[src/rtl/bilbo_pkg.sv]
package bilbo_pkg;

    // Mode encoding is {b1, b2}
    typedef enum logic [1:0] {
        MODE_SCAN  = 2'b00,
        MODE_CLEAR = 2'b01,
        MODE_SIG   = 2'b10,
        MODE_LOAD  = 2'b11
    } mode_e;

    // Per-stage inputs to one cell of the register
    typedef struct packed {
        logic link_in;   // value arriving from the neighbour (or chain head)
        logic data_in;   // parallel input bit
    } stage_in_t;

    function automatic mode_e decode_mode(input logic sel_hi, input logic sel_lo);
        return mode_e'({sel_hi, sel_lo});
    endfunction

    // Head of the chain: scan input in scan mode, feedback otherwise
    function automatic logic pick_head(input mode_e m, input logic scan_bit,
                                       input logic fb_bit);
        return (m == MODE_SCAN) ? scan_bit : fb_bit;
    endfunction

endpackage

[src/rtl/bilbo_feedback.sv]
module bilbo_feedback #(
    parameter int              WIDTH    = 8,
    parameter logic [WIDTH-1:0] TAP_MASK = 'hB8
) (
    input  logic [WIDTH-1:0] state,
    output logic             fb
);
    // Running parity across the selected stages, built stage by stage
    logic [WIDTH:0] par_chain;

    assign par_chain[0] = 1'b0;

    for (genvar g = 0; g < WIDTH; g++) begin : g_par
        if (TAP_MASK[g]) begin : g_tap
            assign par_chain[g+1] = par_chain[g] ^ state[g];
        end else begin : g_skip
            assign par_chain[g+1] = par_chain[g];
        end
    end

    // Inverted parity: all-zeros is a live state, all-ones locks up
    assign fb = ~par_chain[WIDTH];
endmodule

[src/rtl/bilbo_stage.sv]
module bilbo_stage
    import bilbo_pkg::*;
(
    input  mode_e     mode,
    input  stage_in_t cin,
    output logic      nxt
);
    always_comb begin
        unique case (mode)
            MODE_LOAD:  nxt = cin.data_in;
            MODE_SCAN:  nxt = cin.link_in;
            MODE_SIG:   nxt = cin.link_in ^ cin.data_in;
            MODE_CLEAR: nxt = 1'b0;
            default:    nxt = 1'b0;
        endcase
    end
endmodule

[src/rtl/bilbo_reg.sv]
module bilbo_reg
    import bilbo_pkg::*;
#(
    parameter int               WIDTH    = 8,
    parameter logic [WIDTH-1:0] TAP_MASK = 'hB8
) (
    input  logic             clk,
    input  logic             rst,
    input  logic             b1,
    input  logic             b2,
    input  logic [WIDTH-1:0] d,
    input  logic             si,
    output logic [WIDTH-1:0] q,
    output logic             so
);
    localparam int LAST = WIDTH - 1;

    mode_e            mode;
    logic             fb;
    logic             head;
    logic [WIDTH-1:0] state_q;
    logic [WIDTH-1:0] state_d;
    stage_in_t        cin [WIDTH];

    assign mode = decode_mode(b1, b2);

    bilbo_feedback #(
        .WIDTH   (WIDTH),
        .TAP_MASK(TAP_MASK)
    ) fb_i (
        .state(state_q),
        .fb   (fb)
    );

    assign head = pick_head(mode, si, fb);

    for (genvar s = 0; s < WIDTH; s++) begin : g_stage
        if (s == 0) begin : g_first
            assign cin[s].link_in = head;
        end else begin : g_rest
            assign cin[s].link_in = state_q[s-1];
        end
        assign cin[s].data_in = d[s];

        bilbo_stage stage_i (
            .mode(mode),
            .cin (cin[s]),
            .nxt (state_d[s])
        );
    end

    always_ff @(posedge clk) begin
        if (rst) begin
            state_q <= '0;
        end else begin
            state_q <= state_d;
        end
    end

    assign q  = state_q;
    assign so = state_q[LAST];
endmodule

[config.mk]
export PLATFORM = sky130hd
export DESIGN_NAME = bilbo_reg
export DESIGN_NICKNAME = d
export VERILOG_FILES = /design/src/rtl/bilbo_pkg.sv /design/src/rtl/bilbo_feedback.sv /design/src/rtl/bilbo_stage.sv /design/src/rtl/bilbo_reg.sv
export SDC_FILE = /design/constraint.sdc
export NUM_CORES = 1
export LEC_CHECK = 0
export CAP_MARGIN = 0
export CORE_MARGIN = 3
export CORE_UTILIZATION = 30
export DETAILED_ROUTE_END_ITERATION = 10
export PLACE_DENSITY = 0.64
export SYNTH_ARGS = -nofsm -noshare
export SYNTH_HDL_FRONTEND = slang
export SYNTH_SLANG_ARGS = --single-unit
[constraint.sdc]
create_clock -name clk -period 1.4 [get_ports clk]
set_input_delay 0.28 -clock clk [delete_from_list [all_inputs] [get_ports clk]]
set_output_delay 0.28 -clock clk [all_outputs]
set_load 0.02 [all_outputs]
==> impl_metrics.csv, run 1 <==
group,metric,value,unit
place,dp.final_hpwl,781,um
sta,drv_slew,0,
detailed_routing,drt_pass1_iterations,4,
clock_tree,clk_path_buf_depth,2,
worst_setup_path,worstSetupPathType,"flip-flop to output port",
clock_tree,cts_tree,"done",
sta,rsz0062_at_grt,"false",
clock_tree,numCtsBuffers,3,
clock_tree,clkTransAtPathRegs,60,ps
worst_setup_path,worst_path_largest_cell_delay,370,ps
clock_tree,htreeDepth,1,
detailed_routing,via_per_inst,4.42,
worst_setup_path,path_max_fanout,3,
worst_setup_path,end_kind,"output port",
worst_setup_path,cp_slowest_cell,"dfxtp_1",
global_route,top_usage_layer,"met2",
synthesis,synthDistinctLibCells,13,
sta,finalSetupViolations,0,
flow_run,cap_violations,0,
sta,post-route-min-period,1250,ps
synthesis,synthCells,51,
clock_tree,cts_root_buffer,"clkbuf_4",
floorplanning,ioPinCount,22,
global_route,grtUsageMet2,19.5,%
synthesis,syn_nets,64,
detailed_routing,drc_errors,0,
synthesis,synth-edff-count,0,
detailed_routing,vias,393,
detailed_routing,wl_per_cell,10.5,um
finish,multi_input_area,226,um2
worst_setup_path,critPathTopFamily,"flip-flops",
floorplanning,core,1190,um2
synthesis,ys_seq_area_share,39.5,%
global_route,antenna_found_initial,0,
detailed_routing,drtAntennaViolNets,0,
place,gp_congestion,0.678,
sta,clock_skew,5.58,ps
power_and_ir_drop,p_per_area,891,nW/um2
finish,drive_gt1_share,9.33,%
synthesis,syn_area,405,um2
finish,nets,90,
power_and_ir_drop,ir_drop,0.368,mV
worst_setup_path,critPathBufInv,1,
synthesis,syn_area_per_cell,7.95,um2
worst_setup_path,worstPathRequired,1120,ps
worst_setup_path,cp-start-kind,"flip-flop",
power_and_ir_drop,power_leakage,0.294,nW
worst_setup_path,path_cells,"dlygate4sd2_1",
sta,worstMarginPinSlew,293,ps
hold_path,min_path_type,"flip-flop to flip-flop",
synthesis,synth.area.top_cells,"dfxtp_1, xnor2_1, nand2_1, nand2b_1, nor2_1",
worst_setup_path,cp.arrival,970,ps
detailed_routing,routed_wl,933,um
floorplanning,die_w,42.8,um
floorplanning,die_h,42.8,um
synthesis,synth_ff_type,"dfxtp_1",
place,port_buffers,21,
place,place_area,644,um2
synthesis,async_reset_ff_share,0,%
sta,slew-limit-headroom,80.4,%
clock_tree,clk-insertion-delay-late,250,ps
finish,finalInstanceArea,656,um2
synthesis,synth_warnings,0,
synthesis,synth_top_area_cell,"dfxtp_1",
global_route,grt_pass1_vias,388,
floorplanning,die_area,1830,um2
finish,n_antenna_cell,0,
global_route,grt_util_met1,13.1,%
global_route,grt_overflow,0,
sta,fmax,0.798,GHz
synthesis,ys_seq_elements,8,
sta,worst_hold_slack,547,ps
outcome,status,"finished clean",
clock_tree,cts.sinks,8,
global_route,grt_max_degree,9,
finish,syn_to_final_growth,61.7,%
global_route,use_met3,4.66,%
synthesis,yosys.area.top_type_share,39.5,%
global_route,grt_pass1_wl,1590,um
floorplanning,start_util,34.2,%
synthesis,synth_most_common_cell,"nand2_1",
power_and_ir_drop,total_power,0.584,mW
detailed_routing,drtIter0Drc,7,
finish,seqCellArea,160,um2
finish,largest_register_ffs,8,
finish,fill_cells,126,
global_route,grt_usage,11.6,%
synthesis,netlist_top_cells_count,"nand2_1, nor2_1, xnor2_1",
floorplanning,rows,12,
sta,hold_viol_final,0,
clock_tree,post_cts.repair.setup_buffers,0,
sta,period_share,89.5,%
cell families after synthesis:
logic type | synth area share (%)
AO/OA/AOI/OAI | 1.54
XOR/XNOR | 21.6
buffers and inverters | 4.63
flip-flops | 39.5
multiplexers | 2.78
AND/OR/NAND/NOR | 29.9
cell type report:
class,instances,area share (%)
clock buffer,3,3.44
multi-input combinational,39,34.5
sequential,8,24.4
tap,14,2.67
timing repair buffer,25,34.9
report_power, final:
group / internal, mW / switching, mW
Sequential: 0.243 / 0.0101
Combinational: 0.0852 / 0.0679
Clock: 0.0982 / 0.0798
repair_timing:
item | 4_1_cts | 5_1_grt
setup endpoints to repair | 9 | 0
gates resized for setup | 9 | 0
hold buffers | 0 | 0
final timing paths:
path                    from              end  slack, ps  cells past startpoint
min reg2reg  q[6]$_SDFF_PP0_  q[7]$_SDFF_PP0_        550                      3
min          q[6]$_SDFF_PP0_  q[7]$_SDFF_PP0_        550                      3
max          q[3]$_SDFF_PP0_             q[3]        150                      1
max reg2reg  q[5]$_SDFF_PP0_  q[0]$_SDFF_PP0_        160                      4
per-layer routing:
metal  routed length [um]  share of wire, %
met5                    0                 0
met1                  396                42
met3                   61               6.5
met2                  475                51
met4                    0                 0
layout by cell type, fill, tap and decap left out, drive strengths merged, types with 3 or more instances in the layout:
master         instances
xnor2                  9
dlygate4sd2            9
nor2                   9
clkbuf                 3
buf                    4
clkdlybuf4s50         12
dfxtp                  8
nand2b                 6
nand2                 10
metrics by stage:
stage | util (%) | worst slack [ps] | TNS, ps | instances
after detailed placement | 54.3 | -50.9 | -178 | 86
after floorplan | - | 119 | 0 | 51
after CTS | 55.3 | 125 | 0 | 89
after global placement | 54.3 | -50.8 | -152 | 86
after global routing | 55.3 | 60.9 | 0 | 89
final | 55.3 | 147 | 0 | 89
No activity file was read; power rests on OpenSTA's default activity.
==> inputs of run 2 (changes only) <==
--- a/config.mk
+++ b/config.mk
@@ -6,10 +6,13 @@
 export NUM_CORES = 1
 export LEC_CHECK = 0
 export CAP_MARGIN = 0
+export CELL_PAD_IN_SITES_DETAIL_PLACEMENT = 1
+export CELL_PAD_IN_SITES_GLOBAL_PLACEMENT = 1
+export CORE_ASPECT_RATIO = 0.9
 export CORE_MARGIN = 3
-export CORE_UTILIZATION = 30
+export CORE_UTILIZATION = 24
 export DETAILED_ROUTE_END_ITERATION = 10
-export PLACE_DENSITY = 0.64
+export PLACE_DENSITY = 0.72
 export SYNTH_ARGS = -nofsm -noshare
 export SYNTH_HDL_FRONTEND = slang
 export SYNTH_SLANG_ARGS = --single-unit
==> run 2 against run 1 <==
Sequential cell count stayed put; highest routed layer is now met4; via count decreased by 0.25%; sequential share of layout area down 0.37 points; final area grew 1.5%; largest cell class unchanged; wire length is 7.3% higher; largest power group unchanged; sequential power barely moved; die area up 21%; non-clock buffer count unchanged; global-route usage decreased by 1.7 points.
==> impl_metrics.csv, run 2 (same netlist as run 1, synthesis figures left out) <==
group,metric,value,unit
outcome,status,"finished clean",
worst_setup_path,worst_path_largest_cell_delay,360,ps
floorplanning,core,1510,um2
power_and_ir_drop,switching_power,0.156,mW
detailed_routing,drt_pass1_iterations,2,
floorplanning,die_h,45.0,um
finish,nets,90,
place,port_buffers,21,
finish,final_common_cell,"clkdlybuf4s50_1",
worst_setup_path,cp.arrival,950,ps
detailed_routing,wl_per_cell,10.3,um
finish,seqCellArea,160,um2
finish,syn_to_final_growth,64.2,%
power_and_ir_drop,seqPwrFrac,43.5,%
sta,hold_viol_final,0,
sta,fmax,0.810,GHz
floorplanning,start_util,26.8,%
floorplanning,die_area,2220,um2
finish,layout_common_cells,"clkdlybuf4s50_1, nand2_1, xnor2_1, nor2_1, dlygate4sd2_1",
place,dp.final_hpwl,811,um
clock_tree,clkTransAtPathRegs,60,ps
sta,clock_skew,5.84,ps
clock_tree,numCtsBuffers,3,
clock_tree,hold_buffers,0,
clock_tree,clk-insertion-delay-late,250,ps
power_and_ir_drop,combPwrFrac,26.3,%
detailed_routing,drtAntennaViolNets,0,
sta,drv_slew,0,
power_and_ir_drop,internal_power,0.427,mW
worst_setup_path,worstSetupPathType,"flip-flop to output port",
floorplanning,die_w,49.3,um
power_and_ir_drop,total_power,0.582,mW
global_route,antenna_found_initial,0,
sta,period_share,88.1,%
detailed_routing,drtIter0Drc,2,
worst_setup_path,path_cells,"dlygate4sd2_1",
sta,finalSetupViolations,0,
sta,post-route-min-period,1230,ps
sta,slew-limit-headroom,79.2,%
finish,final_cells,97,
flow_run,cap_violations,0,
global_route,grt_max_degree,10,
clock_tree,cts_root_buffer,"clkbuf_4",
global_route,grt_usage,9.91,%
power_and_ir_drop,power_leakage,0.294,nW
finish,multi_input_area,226,um2
sta,rsz0062_at_grt,"false",
detailed_routing,routed_wl,1000,um
power_and_ir_drop,p_sw_share,26.7,%
sta,worst_hold_slack,554,ps
global_route,grt_overflow,0,
worst_setup_path,end_kind,"output port",
hold_path,min_path_type,"flip-flop to flip-flop",
detailed_routing,drc_errors,0,
worst_setup_path,path_max_fanout,3,
place,numPlacedInstances,94,
worst_setup_path,cp-start-kind,"flip-flop",
floorplanning,ioPinCount,22,
power_and_ir_drop,pwr-share-clk,30.2,%
clock_tree,clk_path_buf_depth,2,
floorplanning,rows,13,
sta,worstMarginPinSlew,312,ps
worst_setup_path,cp_slowest_cell,"dfxtp_1",
detailed_routing,via_per_inst,4.04,
global_route,grt_pass1_vias,384,
power_and_ir_drop,p_per_area,875,nW/um2
finish,n_antenna_cell,0,
finish,drive_gt1_share,9.33,%
finish,largest_register_ffs,8,
clock_tree,htreeDepth,1,
power_and_ir_drop,ir_drop,0.434,mV
worst_setup_path,critPathTopFamily,"flip-flops",
place,gp_congestion,0.598,
clock_tree,cts.sinks,8,
worst_setup_path,worstPathRequired,1120,ps
detailed_routing,vias,392,
global_route,grt_pass1_wl,1610,um
worst_setup_path,critPathBufInv,1,
finish,fill_cells,191,
clock_tree,cts_tree,"done",
## run 2: cell counts in the layout (fill, tap and decap cells not counted)
No cell type changed its count.
## run 2: per-stage QoR
step           TNS, ps  utilization [%]  setup WS (ps)  instance area (um2)
3_5_place_dp      -247             43.3           -104                  654
4_1_cts              0             44.0            147                  666
3_3_place_gp     -68.3             43.3          -57.3                  654
6_report             0             44.0            166                  666
2_1_floorplan        0                -            119                  405
5_1_grt              0             44.0           70.4                  666
## run 2: power by group through the flow
stage	logic [mW]	registers [mW]	clock network, mW
floorplan	0.0660	0.277	0
global route	0.166	0.256	0.200
finish	0.153	0.253	0.176
detailed placement	0.167	0.259	0
CTS	0.156	0.254	0.189
global placement	0.165	0.260	0
## run 2: final cells by class
| type | count | share of cell area (%) |
|---|---|---|
| repair buffers | 25 | 34.4 |
| multi-input cells | 39 | 34.0 |
| flip-flops and latches | 8 | 24.1 |
| well taps | 22 | 4.14 |
| clock buffers | 3 | 3.38 |
## run 2: worst min-delay path: cells and delay by family (launching register included)
kind / cells / cell delay, ps
flops: 1 / 310
simple gates: 2 / 150
xor+xnor: 1 / 60
## run 2: what timing repair did
item | in CTS | in global routing
setup buffers | 0 | 0
setup endpoints to repair | 9 | 0
endpoints found under the hold margin | 0 | 0
gates resized for setup | 9 | 0
## run 2: routing by layer
layer,vias to the layer above,wire [um],track usage (%)
met5,-,0,0
met4,0,4,6.82
met3,2,101,4.95
met2,15,438,14.2
met1,172,456,11.7
li1,203,-,-
## run 2: path summary, 6_finish.rpt
| kind | from | endpoint | slack [ps] | depth (start not counted) |
|---|---|---|---|---|
| min reg2reg | q[1]$_SDFF_PP0_ | q[2]$_SDFF_PP0_ | 550 | 3 |
| min | q[1]$_SDFF_PP0_ | q[2]$_SDFF_PP0_ | 550 | 3 |
| max reg2reg | q[7]$_SDFF_PP0_ | q[0]$_SDFF_PP0_ | 170 | 4 |
| max | q[7]$_SDFF_PP0_ | q[7] | 170 | 1 |
